File: src/rtl/spiq_pkg.sv
package spiq_pkg;

    localparam int BUS_W    = 32;
    localparam int CMD_W    = 32;
    localparam int RX_W     = 16;
    localparam int CNT_W    = 16;
    localparam int CS_N     = 6;

    // register byte offsets
    localparam int OFS_CTRL = 'h00;
    localparam int OFS_CNT  = 'h04;
    localparam int OFS_STAT = 'h08;
    localparam int OFS_IEN  = 'h0C;
    localparam int OFS_PUSH = 'h10;
    localparam int OFS_POP  = 'h14;

    // control fields
    localparam int B_MASTER   = 31;
    localparam int B_FLUSH_TX = 11;
    localparam int B_FLUSH_RX = 10;
    localparam int B_CS_LO    = 16;

    // status / enable fields
    localparam int B_TCF  = 31;
    localparam int B_EOQF = 28;

    // command word flags
    localparam int B_CMD_EOQ = 27;
    localparam int B_CMD_CTC = 26;

    localparam int B_CNT_LO = BUS_W - CNT_W;

    typedef struct packed {
        logic eoq;
        logic ctc;
    } fr_tag_t;

    typedef struct packed {
        logic            master;
        logic [CS_N-1:0] cs_idle;
    } ctrl_t;

    typedef struct packed {
        logic tcf;
        logic eoqf;
    } flags_t;

    function automatic logic [BUS_W-1:0] ctrl_word(input ctrl_t c);
        logic [BUS_W-1:0] w;
        w = '0;
        w[B_MASTER] = c.master;
        w[B_CS_LO +: CS_N] = c.cs_idle;
        return w;
    endfunction

    function automatic logic [BUS_W-1:0] flag_word(input flags_t f);
        logic [BUS_W-1:0] w;
        w = '0;
        w[B_TCF]  = f.tcf;
        w[B_EOQF] = f.eoqf;
        return w;
    endfunction

endpackage

File: src/rtl/spiq_fifo.sv
module spiq_fifo #(
    parameter int W     = 32,
    parameter int DEPTH = 4
) (
    input  logic                       clk,
    input  logic                       rst,
    input  logic                       flush,
    input  logic                       push,
    input  logic [W-1:0]               wdata,
    input  logic                       pop,
    output logic [W-1:0]               rdata,
    output logic                       full,
    output logic                       empty,
    output logic [$clog2(DEPTH):0]     count
);
    localparam int PW = $clog2(DEPTH);

    logic [W-1:0] mem [DEPTH];
    logic [PW:0]  wr_ptr, rd_ptr;
    logic         do_push, do_pop;

    assign count   = wr_ptr - rd_ptr;
    assign full    = (count == (PW+1)'(DEPTH));
    assign empty   = (count == '0);
    assign do_push = push && !full;
    assign do_pop  = pop && !empty;
    assign rdata   = empty ? '0 : mem[rd_ptr[PW-1:0]];

    always_ff @(posedge clk) begin
        if (rst || flush) begin
            wr_ptr <= '0;
            rd_ptr <= '0;
        end else begin
            if (do_push) wr_ptr <= wr_ptr + 1'b1;
            if (do_pop)  rd_ptr <= rd_ptr + 1'b1;
        end
    end

    always_ff @(posedge clk) begin
        if (do_push && !flush) mem[wr_ptr[PW-1:0]] <= wdata;
    end

endmodule

File: src/rtl/spiq_issue.sv
module spiq_issue
    import spiq_pkg::*;
(
    input  logic             clk,
    input  logic             rst,
    input  logic             master_en,
    input  logic             halt,
    input  logic             q_empty,
    input  logic [CMD_W-1:0] q_head,
    input  logic             eng_ready,
    input  logic             frame_done,
    output logic             eng_valid,
    output logic [CMD_W-1:0] eng_cmd,
    output logic             q_pop,
    output logic             busy,
    output fr_tag_t          tag
);
    assign eng_valid = master_en && !halt && !busy && !q_empty;
    assign eng_cmd   = q_head;
    assign q_pop     = eng_valid && eng_ready;

    always_ff @(posedge clk) begin
        if (rst) begin
            busy <= 1'b0;
            tag  <= '0;
        end else if (q_pop) begin
            busy    <= 1'b1;
            tag.eoq <= q_head[B_CMD_EOQ];
            tag.ctc <= q_head[B_CMD_CTC];
        end else if (frame_done) begin
            busy <= 1'b0;
        end
    end

endmodule

File: src/rtl/spiq_status.sv
module spiq_status
    import spiq_pkg::*;
(
    input  logic             clk,
    input  logic             rst,
    input  logic             frame_done,
    input  fr_tag_t          tag,
    input  flags_t           clr,
    input  flags_t           ien,
    output flags_t           flags,
    output logic [CNT_W-1:0] cnt,
    output logic             irq
);
    always_ff @(posedge clk) begin
        if (rst) begin
            flags <= '0;
            cnt   <= '0;
        end else begin
            flags.tcf  <= frame_done || (flags.tcf && !clr.tcf);
            flags.eoqf <= (frame_done && tag.eoq) || (flags.eoqf && !clr.eoqf);
            if (frame_done)
                cnt <= tag.ctc ? CNT_W'(1) : cnt + 1'b1;
        end
    end

    assign irq = |(flags & ien);

endmodule

File: src/rtl/spiq_ctrl.sv
module spiq_ctrl
    import spiq_pkg::*;
#(
    parameter int ADDR_W   = 8,
    parameter int TX_DEPTH = 4,
    parameter int RX_DEPTH = 4
) (
    input  logic              clk,
    input  logic              rst,
    input  logic              bus_wr,
    input  logic              bus_rd,
    input  logic [ADDR_W-1:0] bus_addr,
    input  logic [BUS_W-1:0]  bus_wdata,
    output logic [BUS_W-1:0]  bus_rdata,
    output logic              eng_cmd_valid,
    input  logic              eng_cmd_ready,
    output logic [CMD_W-1:0]  eng_cmd,
    input  logic              eng_frame_done,
    input  logic [RX_W-1:0]   eng_rx_data,
    output logic              master_en,
    output logic [CS_N-1:0]   cs_idle,
    output logic              irq
);
    localparam int TXC_W = $clog2(TX_DEPTH) + 1;
    localparam int RXC_W = $clog2(RX_DEPTH) + 1;

    ctrl_t            ctrl_q;
    flags_t           ien_q, clr, flags;
    fr_tag_t          tag;
    logic             wr_ctrl, wr_stat, wr_ien, wr_push, rd_pop;
    logic             flush_tx, flush_rx;
    logic             tx_pop, tx_full, tx_empty, rx_full, rx_empty, busy;
    logic [CMD_W-1:0] tx_head;
    logic [RX_W-1:0]  rx_head;
    logic [TXC_W-1:0] tx_count;
    logic [RXC_W-1:0] rx_count;
    logic [CNT_W-1:0] cnt;

    assign wr_ctrl  = bus_wr && (bus_addr == ADDR_W'(OFS_CTRL));
    assign wr_stat  = bus_wr && (bus_addr == ADDR_W'(OFS_STAT));
    assign wr_ien   = bus_wr && (bus_addr == ADDR_W'(OFS_IEN));
    assign wr_push  = bus_wr && (bus_addr == ADDR_W'(OFS_PUSH));
    assign rd_pop   = bus_rd && (bus_addr == ADDR_W'(OFS_POP));
    assign flush_tx = wr_ctrl && bus_wdata[B_FLUSH_TX];
    assign flush_rx = wr_ctrl && bus_wdata[B_FLUSH_RX];
    assign clr.tcf  = wr_stat && bus_wdata[B_TCF];
    assign clr.eoqf = wr_stat && bus_wdata[B_EOQF];

    always_ff @(posedge clk) begin
        if (rst) begin
            ctrl_q <= '0;
            ien_q  <= '0;
        end else begin
            if (wr_ctrl) begin
                ctrl_q.master  <= bus_wdata[B_MASTER];
                ctrl_q.cs_idle <= bus_wdata[B_CS_LO +: CS_N];
            end
            if (wr_ien) begin
                ien_q.tcf  <= bus_wdata[B_TCF];
                ien_q.eoqf <= bus_wdata[B_EOQF];
            end
        end
    end

    assign master_en = ctrl_q.master;
    assign cs_idle   = ctrl_q.cs_idle;

    spiq_fifo #(.W(CMD_W), .DEPTH(TX_DEPTH)) u_txq (
        .clk(clk), .rst(rst), .flush(flush_tx),
        .push(wr_push), .wdata(bus_wdata),
        .pop(tx_pop), .rdata(tx_head),
        .full(tx_full), .empty(tx_empty), .count(tx_count)
    );

    spiq_fifo #(.W(RX_W), .DEPTH(RX_DEPTH)) u_rxq (
        .clk(clk), .rst(rst), .flush(flush_rx),
        .push(eng_frame_done), .wdata(eng_rx_data),
        .pop(rd_pop), .rdata(rx_head),
        .full(rx_full), .empty(rx_empty), .count(rx_count)
    );

    spiq_issue u_issue (
        .clk(clk), .rst(rst),
        .master_en(ctrl_q.master), .halt(flags.eoqf),
        .q_empty(tx_empty), .q_head(tx_head),
        .eng_ready(eng_cmd_ready), .frame_done(eng_frame_done),
        .eng_valid(eng_cmd_valid), .eng_cmd(eng_cmd),
        .q_pop(tx_pop), .busy(busy), .tag(tag)
    );

    spiq_status u_status (
        .clk(clk), .rst(rst),
        .frame_done(eng_frame_done), .tag(tag),
        .clr(clr), .ien(ien_q),
        .flags(flags), .cnt(cnt), .irq(irq)
    );

    always_comb begin
        bus_rdata = '0;
        case (bus_addr)
            ADDR_W'(OFS_CTRL): bus_rdata = ctrl_word(ctrl_q);
            ADDR_W'(OFS_CNT):  bus_rdata[B_CNT_LO +: CNT_W] = cnt;
            ADDR_W'(OFS_STAT): bus_rdata = flag_word(flags);
            ADDR_W'(OFS_IEN):  bus_rdata = flag_word(ien_q);
            ADDR_W'(OFS_POP):  bus_rdata[RX_W-1:0] = rx_head;
            default:           bus_rdata = '0;
        endcase
    end

endmodule

File: config.mk
export PLATFORM = sky130hd
export DESIGN_NAME = spiq_ctrl
export DESIGN_NICKNAME = d
export VERILOG_FILES = /design/src/rtl/spiq_pkg.sv /design/src/rtl/spiq_fifo.sv /design/src/rtl/spiq_issue.sv /design/src/rtl/spiq_status.sv /design/src/rtl/spiq_ctrl.sv
export SDC_FILE = /design/constraint.sdc
export NUM_CORES = 1
export LEC_CHECK = 0
export CAP_MARGIN = 20
export CELL_PAD_IN_SITES_DETAIL_PLACEMENT = 0
export CELL_PAD_IN_SITES_GLOBAL_PLACEMENT = 1
export CORE_ASPECT_RATIO = 1.4
export CORE_UTILIZATION = 30
export CTS_BUF_LIST = sky130_fd_sc_hd__clkbuf_2 sky130_fd_sc_hd__clkbuf_4 sky130_fd_sc_hd__clkbuf_8
export CTS_CLUSTER_DIAMETER = 200
export CTS_CLUSTER_SIZE = 8
export DETAILED_ROUTE_END_ITERATION = 8
export PLACE_DENSITY = 0.55
export SKIP_CTS_REPAIR_TIMING = 1
export SYNTH_ARGS = -nofsm -noshare
export SYNTH_HDL_FRONTEND = slang
export SYNTH_SLANG_ARGS = --single-unit
File: constraint.sdc
create_clock -name clk -period 3.7 [get_ports clk]
set_input_delay 0.74 -clock clk [delete_from_list [all_inputs] [get_ports clk]]
set_output_delay 0.74 -clock clk [all_outputs]
set_load 0.1 [all_outputs]
==> run summary <==
Flops & latches, synth -> 238
Total Routing Usage GR -> 0.138
Adder-cell area share of the yosys netlist -> 0.0190
Clk sinks -> 238
Synth area leader -> edfxtp_1
Nature of the critical path startpoint -> input port
Top-count cell post-synth -> edfxtp_1
Cell Pwr Density -> 410 nW/um^2
Critical path required time -> 2.96 ns
Multiplexer share of the synthesized area -> 0.142
Global route total overflow -> 0
Via density -> 4.63
N_diodes -> 0
Min Tclk post-route -> 3.51 ns
DRC -> 0
Post-detail-place hpwl -> 15100 um
Initial Util -> 0.305
Commonest cells post-synth -> 192 x edfxtp_1, 49 x mux4_2, 46 x dfxtp_1
Placement Setup Slack -> 0.173 ns
First-pass GRT wire length -> 35200 um
Detailed Routing Iterations Pass 1 -> 4
Clock root cell -> clkbuf_8
CTS Buf Count -> 35
Critical Path AT -> 2.77 ns
Clock tree from TritonCTS -> built
Core area -> 32400 um^2
Clk Latency, worst-skew pair -> 0.55 ns
Slew at the pin closest to its max-slew limit -> 0.998 ns
Sequential fraction of the synthesis area -> 0.677
Net count after synthesis -> 680
Vias in the first global route -> 6281
Via count -> 5704
Final WL -> 22900 um
Max Freq -> 0.285 GHz
Slew Limit Fails -> 0
Final Skew -> 0.0231 ns
Fin area -> 12900 um^2
Post-route core utilization -> 0.397
Library cells used by synthesis -> 47
Die height -> 217 um
H-Tree Depth -> 2
Placed inst area -> 12200 um^2
Wire length per cell -> 18.5 um
Setup violators final -> 0
Pin count of the biggest net entering global routing -> 38
Layout area overhead -> 30.4%
Placement Rows -> 78
Hold Fails Final Rpt -> 0
Max Cap Violations -> 0
Fin worst setup slack -> 0.194 ns
Status -> finished clean
CP Max Fanout -> 16
Layout cells sized above 1 -> 0.288
Chip Width -> 155 um
Count of flip-flops with a built-in enable after synthesis -> 192
Max-slew headroom -> 0.332
Synth top area cells -> edfxtp_1 58%, mux4_2 11%, dfxtp_1 9.3%
RSZ-0062 raised after global routing -> false
Initial antenna violation count -> 1
Max IR drop VDD -> 0.000207 V
Post-synth ARST share -> 0
Ys Warns -> 0
Type of the worst setup path -> input port to output port
Synth Area in XOR/XNOR -> 0.0106
ANT nets after route -> 0
IO Port Bufs -> 134
# IOs -> 135
Cells after Synth -> 603
Die area -> 33700 um^2
Synth Cell Area -> 9880 um^2
Setup TNS -> 0 ns
Clock transition at the registers of the reported paths -> 0.06 ns
GPL Wtd Cong -> 0.742
Crit. End Element -> output port
Starting DRT DRC Count -> 233
Post-route clock period utilization -> 0.948
Leakage power -> 0.00433 uW
Top-area cell type share of the netlist area -> 0.584
Compound-gate portion of the synthesized area -> 0.0234
HP Class -> register to register
Max clock buf depth -> 3
Post-synth top flop -> edfxtp_1
Largest family of logic cells by synthesized area -> multiplexers
Simple-Gate Fraction of Synth Area -> 0.113
Post-layout net count -> 843
Syn avg cell area -> 16.4 um^2
[power breakdown]
group | total, uW | switching [uW] | internal [uW] | leakage, uW
sequential | 2930 | 11.1 | 2920 | 0.00211
combinational | 199 | 99.3 | 99.2 | 0.00184
clock | 2150 | 991 | 1160 | 0.000381
total | 5280 | 1100 | 4180 | 0.00433
[through the flow]
step	total power, uW	hold WS [ns]	instances
global route	5480	0.512	1232
finish	5280	0.485	1232
floorplan	3070	0.446	603
detailed placement	3190	0.479	1168
global placement	3180	0.469	1168
CTS	5370	0.488	1231
[flip-flops by register name (all words and copies together), names as in the netlist, named ones only]
signal,cells
u_issue.busy,1
u_rxq.mem,64
ien_q,2
u_txq.wr_ptr,3
u_status.flags,2
u_txq.rd_ptr,3
master_en,1
u_status.cnt,16
u_issue.tag,2
u_rxq.rd_ptr,3
u_txq.mem,128
u_rxq.wr_ptr,3
cs_idle,6
[metal layers]
layer | global-route usage | share of wire | vias up | wire (um)
met3 | 0.0312 | 0.042 | 35 | 959
met1 | 0.155 | 0.40 | 2906 | 9050
li1 | - | - | 2652 | -
met5 | 0 | 0.00074 | - | 17
met2 | 0.253 | 0.54 | 109 | 12300
met4 | 0.0500 | 0.024 | 2 | 550
[path summary, 6_finish.rpt]
path	from	to	slack [ns]	depth (start not counted)
max	bus_addr[1]	bus_rdata[3]	0.19	7
min	u_issue.tag[1]	u_issue.tag[1]	0.49	2
max reg2reg	u_rxq.wr_ptr[0]	u_rxq.mem[0][11]	1.02	6
min reg2reg	u_issue.tag[1]	u_issue.tag[1]	0.49	2
[cells by family after synthesis]
logic type / Yosys count
compound gates: 35
xor+xnor: 12
fa+ha+maj: 15
buf+inv: 35
flops: 238
mux: 79
simple gates: 189
[worst max-delay path, cell delays in order]
cell and delay [ns]:
clkdlybuf4s50_1 0.44, nor4_4 0.40, nand3b_2 0.17, a311o_1 0.35, buf_4 0.21, and2b_1 0.26, buf_12 0.18
[placed cells by master (no fill, tap or decap), types with 22 or more instances in the layout]
cell,Yosys,routed
dfxtp_1,46,44
mux2i_1,29,29
nor2b_1,39,39
clkbuf_4,0,24
mux4_2,49,49
nand2_1,22,22
buf_12,0,40
clkbuf_8,0,36
edfxtp_1,192,192
clkdlybuf4s50_1,0,67
nor2_1,37,32
buf_4,0,46
[cell type report]
type	instances	area, um^2
fillers	3066	19500
well taps	440	551
flip-flops and latches	238	6690
clock inverters	3	32.5
multi-input cells	331	3090
inverters	7	26.3
repair buffers	153	1820
clock buffers	60	676
Note: power is estimated with default switching activity, not from simulation.
